[src/rtl/bci_pkg.sv]
package bci_pkg;

  typedef enum logic [2:0] {
    CYC_FETCH = 3'd0,
    CYC_MRD   = 3'd1,
    CYC_MWR   = 3'd2,
    CYC_IOIN  = 3'd3,
    CYC_IOOUT = 3'd4
  } cyc_e;

  localparam logic [2:0] CYC_MAX_CODE = 3'd4;

  function automatic logic cyc_is_mem(cyc_e c);
    return (c == CYC_FETCH) || (c == CYC_MRD) || (c == CYC_MWR);
  endfunction

  function automatic logic cyc_drives_out(cyc_e c);
    return (c == CYC_MWR) || (c == CYC_IOOUT);
  endfunction

endpackage

[src/rtl/bci_sequencer.sv]
module bci_sequencer #(
  parameter int CYCLE_LEN  = 10,
  parameter int WAIT_PHASE = 3,
  parameter int PH_W       = (CYCLE_LEN > 1) ? $clog2(CYCLE_LEN) : 1
) (
  input  logic            clk,
  input  logic            rst_n,
  input  logic            start,
  input  logic            wait_ok,
  input  logic            mem_wait,
  output logic            active,
  output logic [PH_W-1:0] phase,
  output logic            last,
  output logic            done
);

  localparam logic [PH_W-1:0] LAST_PH = PH_W'(CYCLE_LEN - 1);
  localparam logic [PH_W-1:0] WAIT_PH = PH_W'(WAIT_PHASE);

  logic            active_q, active_d;
  logic [PH_W-1:0] phase_q, phase_d;
  logic            done_q;
  logic            hold;

  always_comb begin
    hold     = active_q & wait_ok & mem_wait & (phase_q == WAIT_PH);
    last     = active_q & ~hold & (phase_q == LAST_PH);
    active_d = active_q;
    phase_d  = phase_q;
    if (!active_q) begin
      if (start) begin
        active_d = 1'b1;
        phase_d  = '0;
      end
    end else if (last) begin
      active_d = 1'b0;
      phase_d  = '0;
    end else if (!hold) begin
      phase_d = phase_q + 1'b1;
    end
  end

  always_ff @(posedge clk or negedge rst_n) begin
    if (!rst_n) begin
      active_q <= 1'b0;
      phase_q  <= '0;
      done_q   <= 1'b0;
    end else begin
      active_q <= active_d;
      phase_q  <= phase_d;
      done_q   <= last;
    end
  end

  assign active = active_q;
  assign phase  = phase_q;
  assign done   = done_q;

endmodule

[src/rtl/bci_latch.sv]
module bci_latch
  import bci_pkg::*;
#(
  parameter int ADDR_W = 14,
  parameter int DATA_W = 8
) (
  input  logic              clk,
  input  logic              rst_n,
  input  logic              load,
  input  logic [2:0]        cyc_in,
  input  logic [ADDR_W-1:0] addr_in,
  input  logic [DATA_W-1:0] wdata_in,
  input  logic              capture,
  input  logic [DATA_W-1:0] mem_din,
  input  logic [DATA_W-1:0] io_din,
  output cyc_e              cyc_q,
  output logic [ADDR_W-1:0] addr_q,
  output logic [DATA_W-1:0] wdata_q,
  output logic [DATA_W-1:0] rdata_q
);

  cyc_e              cyc_r;
  logic [ADDR_W-1:0] addr_r;
  logic [DATA_W-1:0] wdata_r, rdata_r, rdata_d;
  logic              rdata_en;

  always_comb begin
    rdata_en = 1'b0;
    rdata_d  = mem_din;
    if (capture) begin
      case (cyc_r)
        CYC_FETCH, CYC_MRD: begin
          rdata_en = 1'b1;
          rdata_d  = mem_din;
        end
        CYC_IOIN: begin
          rdata_en = 1'b1;
          rdata_d  = io_din;
        end
        default: rdata_en = 1'b0;
      endcase
    end
  end

  always_ff @(posedge clk or negedge rst_n) begin
    if (!rst_n) begin
      cyc_r   <= CYC_FETCH;
      addr_r  <= '0;
      wdata_r <= '0;
    end else if (load) begin
      cyc_r   <= cyc_e'(cyc_in);
      addr_r  <= addr_in;
      wdata_r <= wdata_in;
    end
  end

  always_ff @(posedge clk or negedge rst_n) begin
    if (!rst_n) begin
      rdata_r <= '0;
    end else if (rdata_en) begin
      rdata_r <= rdata_d;
    end
  end

  assign cyc_q   = cyc_r;
  assign addr_q  = addr_r;
  assign wdata_q = wdata_r;
  assign rdata_q = rdata_r;

endmodule

[src/rtl/bci_io_decode.sv]
module bci_io_decode
  import bci_pkg::*;
#(
  parameter int ADDR_W     = 14,
  parameter int DATA_W     = 8,
  parameter int DEV_W      = 5,
  parameter int IN_DEVS    = 8,
  parameter int OUT_DEVS   = (1 << DEV_W) - IN_DEVS,
  parameter int STB_PHASE  = 4,
  parameter int PH_W       = 4
) (
  input  logic                active,
  input  cyc_e                cyc,
  input  logic [ADDR_W-1:0]   addr,
  input  logic [DATA_W-1:0]   wdata,
  input  logic [PH_W-1:0]     phase,
  output logic                fetch,
  output logic                mem_rd,
  output logic                mem_wr,
  output logic [DATA_W-1:0]   dout,
  output logic [IN_DEVS-1:0]  io_in_sel,
  output logic [OUT_DEVS-1:0] io_out_stb
);

  localparam logic [PH_W-1:0] STB_PH = PH_W'(STB_PHASE);

  logic [DEV_W-1:0] dev;
  logic             in_cyc, out_cyc, out_slot;

  assign dev      = addr[ADDR_W-1 -: DEV_W];
  assign in_cyc   = active & (cyc == CYC_IOIN);
  assign out_cyc  = active & (cyc == CYC_IOOUT);
  assign out_slot = out_cyc & (phase == STB_PH);

  assign fetch  = active & (cyc == CYC_FETCH);
  assign mem_rd = active & (cyc == CYC_MRD);
  assign mem_wr = active & (cyc == CYC_MWR);
  assign dout   = (active & cyc_drives_out(cyc)) ? wdata : '0;

  for (genvar gi = 0; gi < IN_DEVS; gi++) begin : g_in
    assign io_in_sel[gi] = in_cyc & (dev == DEV_W'(gi));
  end

  for (genvar go = 0; go < OUT_DEVS; go++) begin : g_out
    assign io_out_stb[go] = out_slot & (dev == DEV_W'(go + IN_DEVS));
  end

endmodule

[src/rtl/bus_cycle_if.sv]
module bus_cycle_if
  import bci_pkg::*;
#(
  parameter int ADDR_W     = 14,
  parameter int DATA_W     = 8,
  parameter int DEV_W      = 5,
  parameter int IN_DEVS    = 8,
  parameter int CYCLE_LEN  = 10,
  parameter int WAIT_PHASE = 3,
  parameter int OUT_DEVS   = (1 << DEV_W) - IN_DEVS,
  parameter int PH_W       = (CYCLE_LEN > 1) ? $clog2(CYCLE_LEN) : 1
) (
  input  logic                clk,
  input  logic                rst_n,
  input  logic                cpu_req,
  input  logic [2:0]          cpu_cyc,
  input  logic [ADDR_W-1:0]   cpu_addr,
  input  logic [DATA_W-1:0]   cpu_wdata,
  output logic [DATA_W-1:0]   cpu_rdata,
  output logic                cpu_done,
  input  logic                mem_wait,
  input  logic [DATA_W-1:0]   mem_din,
  input  logic [DATA_W-1:0]   io_din,
  output logic [ADDR_W-1:0]   bus_addr,
  output logic [DATA_W-1:0]   bus_dout,
  output logic                fetch,
  output logic                mem_rd,
  output logic                mem_wr,
  output logic [IN_DEVS-1:0]  io_in_sel,
  output logic [OUT_DEVS-1:0] io_out_stb
);

  logic              rst_s1, rst_s2;
  logic              act, last, start, wait_ok;
  logic [PH_W-1:0]   phase;
  cyc_e              cyc_q;
  logic [DATA_W-1:0] wdata_q;

  always_ff @(posedge clk or negedge rst_n) begin
    if (!rst_n) begin
      rst_s1 <= 1'b0;
      rst_s2 <= 1'b0;
    end else begin
      rst_s1 <= 1'b1;
      rst_s2 <= rst_s1;
    end
  end

  assign start   = cpu_req & ~act & (cpu_cyc <= CYC_MAX_CODE);
  assign wait_ok = cyc_is_mem(cyc_q);

  bci_sequencer #(
    .CYCLE_LEN (CYCLE_LEN),
    .WAIT_PHASE(WAIT_PHASE),
    .PH_W      (PH_W)
  ) u_seq (
    .clk     (clk),
    .rst_n   (rst_s2),
    .start   (start),
    .wait_ok (wait_ok),
    .mem_wait(mem_wait),
    .active  (act),
    .phase   (phase),
    .last    (last),
    .done    (cpu_done)
  );

  bci_latch #(
    .ADDR_W(ADDR_W),
    .DATA_W(DATA_W)
  ) u_latch (
    .clk     (clk),
    .rst_n   (rst_s2),
    .load    (start),
    .cyc_in  (cpu_cyc),
    .addr_in (cpu_addr),
    .wdata_in(cpu_wdata),
    .capture (last),
    .mem_din (mem_din),
    .io_din  (io_din),
    .cyc_q   (cyc_q),
    .addr_q  (bus_addr),
    .wdata_q (wdata_q),
    .rdata_q (cpu_rdata)
  );

  bci_io_decode #(
    .ADDR_W   (ADDR_W),
    .DATA_W   (DATA_W),
    .DEV_W    (DEV_W),
    .IN_DEVS  (IN_DEVS),
    .OUT_DEVS (OUT_DEVS),
    .STB_PHASE(WAIT_PHASE + 1),
    .PH_W     (PH_W)
  ) u_dec (
    .active    (act),
    .cyc       (cyc_q),
    .addr      (bus_addr),
    .wdata     (wdata_q),
    .phase     (phase),
    .fetch     (fetch),
    .mem_rd    (mem_rd),
    .mem_wr    (mem_wr),
    .dout      (bus_dout),
    .io_in_sel (io_in_sel),
    .io_out_stb(io_out_stb)
  );

endmodule

[config.mk]
export PLATFORM = sky130hd
export DESIGN_NAME = bus_cycle_if
export DESIGN_NICKNAME = d
export VERILOG_FILES = /design/src/rtl/bci_pkg.sv /design/src/rtl/bci_sequencer.sv /design/src/rtl/bci_latch.sv /design/src/rtl/bci_io_decode.sv /design/src/rtl/bus_cycle_if.sv
export SDC_FILE = /design/constraint.sdc
export NUM_CORES = 1
export LEC_CHECK = 0
export BUFFER_PORTS_ARGS = -buffer_cell sky130_fd_sc_hd__clkbuf_2
export CAP_MARGIN = 20
export CORE_MARGIN = 1.5
export CORE_UTILIZATION = 48
export CTS_CLUSTER_SIZE = 30
export DETAILED_ROUTE_END_ITERATION = 7
export PLACE_DENSITY_LB_ADDON = 0.15
export SLEW_MARGIN = 20
export SYNTH_ARGS = -nofsm -noshare
export SYNTH_HDL_FRONTEND = slang
export SYNTH_SLANG_ARGS = --single-unit
export TNS_END_PERCENT = 50
[constraint.sdc]
create_clock -name clk -period 3.1 [get_ports clk]
set_input_delay 0.155 -clock clk [delete_from_list [all_inputs] [get_ports clk]]
set_output_delay 0.155 -clock clk [all_outputs]
set_load 0.1 [all_outputs]
==> metrics.csv <==
stage,metric,value,unit
layout,drive_gt1_share,51.4,%
routing,vias_per_cell,4.96,
job,cap_violations,0,
sta,fin_crit,2510,ps
clock_network,cts_made_buffers,5,
worst_setup_path,setup.worst_path.class,register to output port,
layout,final_cell_mix,"110 x clkbuf_2, 40 x dfrtp_1, 33 x nor2_1",
yosys,synth.area.top_cells,"dfrtp_1 50%, mux2_2 14%, nor2_1 6.0%",
sta,clock.fmax,0.398,GHz
yosys,yosysTopAreaCellShare,49.7,%
min_path,hold_path_depth,2,
sta,worstMarginPinSlew,914,ps
worst_setup_path,ff2ff_path_depth,3,
global_routing,grt_remaining_overflow,0,
worst_setup_path,rr_startpoint,u_seq.active$_DFF_PN0_,
placement,placed_cell_area,2670,um2
layout,post-route-util,68.2,%
yosys,yosys.area.top_type,dfrtp_1,
clock_network,cts-root-buf,clkbuf_8,
status,status,completed,
routing,drc,0,
placement,gp_congestion,0.795,
clock_network,path_clk_slew,80,ps
routing,wirelength,4750,um
die,io_pins,111,
worst_setup_path,crit_fanout,9,
worst_setup_path,reg2reg_to,u_latch.wdata_q[0]$_DFFE_PN0P_,
sta,hold_viol,0,
worst_setup_path,crit_path_start_kind,register,
layout,layout.cells.non_filler,361,
sta,rsz0062_at_grt,false,
yosys,syn-mean-instance-area,10.3,um2
yosys,synth_enable_flop_cells,0,
yosys,synth_nets,248,
yosys,postSynth.asyncResetShare,100,%
clock_network,cts_tree,built,
sta,min_period_over_period,81.0,%
yosys,synth_ff_type,dfrtp_1,
yosys,yosysUniqueCellTypes,35,
die,dieHeight,68.6,um
global_routing,grt_max_degree,40,
clock_network,clock_latency,290,ps
sta,setup_viol,0,
yosys,ys_warn_count,0,
sta,skew,3.31,ps
routing,first_pass_iters,4,
global_routing,grt_antenna_before_repair,0,
clock_network,postCtsSetupBuffers,0,
clock_network,htreeDepth,2,
yosys,ys_seq_area_share,49.7,%
worst_setup_path,crit_arrival,2360,ps
min_path,min_to,u_latch.addr_q[11]$_DFFE_PN0P_,
routing,wl_per_cell,13.2,um
layout,final_design_area_no_fill,2770,um2
sta,report.final.slew_viol_count,0,
layout,syn_to_final_growth,34.1,%
layout,nNetsFinal,358,
die,start_util,50.8,%
min_path,min_from,cpu_addr[11],
placement,dp.cells,352,
worst_setup_path,cp.required,2940,ps
routing,vias,1791,
worst_setup_path,endpoint_kind,output port,
clock_network,clockBufferDepth,2,
global_routing,grtUsageTotal,20.8,%
yosys,synth-seq-cells,41,
layout,final_common_cell,clkbuf_2,
global_routing,grt_pass1_vias,1647,
die,dieArea,4700,um2
placement,numPortBuffers,110,
die,die_x,68.6,um
yosys,netlist_area,2060,um2
layout,n_antenna_cell,0,
yosys,synth_cells,200,
min_path,hp-class,input port to register,
routing,drtIter0Drc,157,
clock_network,clkSinkCount,41,
die,core_area,4060,um2
global_routing,grt_pass1_wl,7400,um
worst_setup_path,ff2ff_setup_slack,1220,ps
placement,dp_hpwl,3580,um
routing,detail-route-antenna-nets,0,
sta,slew_headroom,39.0,%
die,num_rows,23,
==> routing by layer <==
metal	wire length (um)	vias to the layer above	global-route usage [%]	share of wire [%]
li1	-	897	-	-
met1	2170	835	28.4	46
met2	2290	55	32.7	48
met3	259	4	5.36	5.4
met4	35	0	6.25	0.74
met5	0	-	0	0
==> critical path: stages, from the launching register on <==
cell	delay (ps)
dfrtp_1	570
nand2b_1	210
nor4b_1	460
nand2b_1	210
nor2_1	140
clkbuf_2	470
==> metrics by stage <==
step           hold WS (ps)  worst slack (ps)  TNS, ps
2_1_floorplan          -141              -108     -433
3_5_place_dp          -57.8               953        0
5_1_grt                82.3               428        0
3_3_place_gp          -59.3               967        0
4_1_cts                86.3               621        0
6_report               90.0               587        0
==> cells in the mapped netlist, drive strengths merged (3+ instances only) <==
master	number
o22ai	8
ha	3
dfrtp	41
mux2	25
nor3	4
nor2	34
nor2b	10
nand2b	5
nand2	16
nand3	6
inv	6
nand3b	5
buf	8
o21ai	12
==> state kept, by name, summed over array words and instances, names as in the netlist <==
register,flops
u_seq.active,1
u_latch.addr_q,14
u_seq.done,1
u_seq.phase,4
rst_s1,1
rst_s2,1
u_latch.cyc_q,3
u_latch.rdata_q,8
u_latch.wdata_q,8
==> area by class of cell <==
cell class / instances / area, um2
Clock buffer: 5 / 68.8
Sequential cell: 41 / 1030
Timing Repair Buffer: 112 / 568
Inverter: 6 / 22.5
Tap cell: 50 / 62.6
Fill cell: 335 / 1290
Multi-Input combinational cell: 144 / 997
Clock inverter: 3 / 21.3
==> timing repair <==
action	4_1_cts	5_1_grt
hold buffers	1	0
gates resized for setup	0	0
hold endpoints to repair	2	0
==> logic make-up (layout without fill, tap and decap cells) <==
| kind of cell | count (synthesis) | count (layout) | share of synthesized area (%) |
|---|---|---|---|
| compound gates | 25 | 25 | 7.82 |
| buf+inv | 15 | 126 | 3.46 |
| simple gates | 90 | 90 | 23.3 |
| other cells | 1 | 1 | 0.182 |
| flops | 41 | 41 | 49.7 |
| mux | 25 | 25 | 13.6 |
| fa+ha+maj | 3 | 3 | 1.82 |
==> how the worst max path moves through the flow <==
stage / from / end / cells past startpoint
2_1_floorplan: u_latch.addr_q[12]$_DFFE_PN0P_ / io_out_stb[0] / 4
3_3_place_gp: u_seq.phase[0]$_DFFE_PN0P_ / io_out_stb[0] / 7
3_5_place_dp: u_seq.phase[0]$_DFFE_PN0P_ / io_out_stb[0] / 7
4_1_cts: u_seq.phase[0]$_DFFE_PN0P_ / io_out_stb[0] / 7
5_1_grt: u_seq.active$_DFF_PN0_ / io_in_sel[2] / 5
6_report: u_seq.active$_DFF_PN0_ / io_in_sel[2] / 5
Power is not shown: default switching activity piles up to over one toggle a cycle in this logic, so the estimate is an artifact.
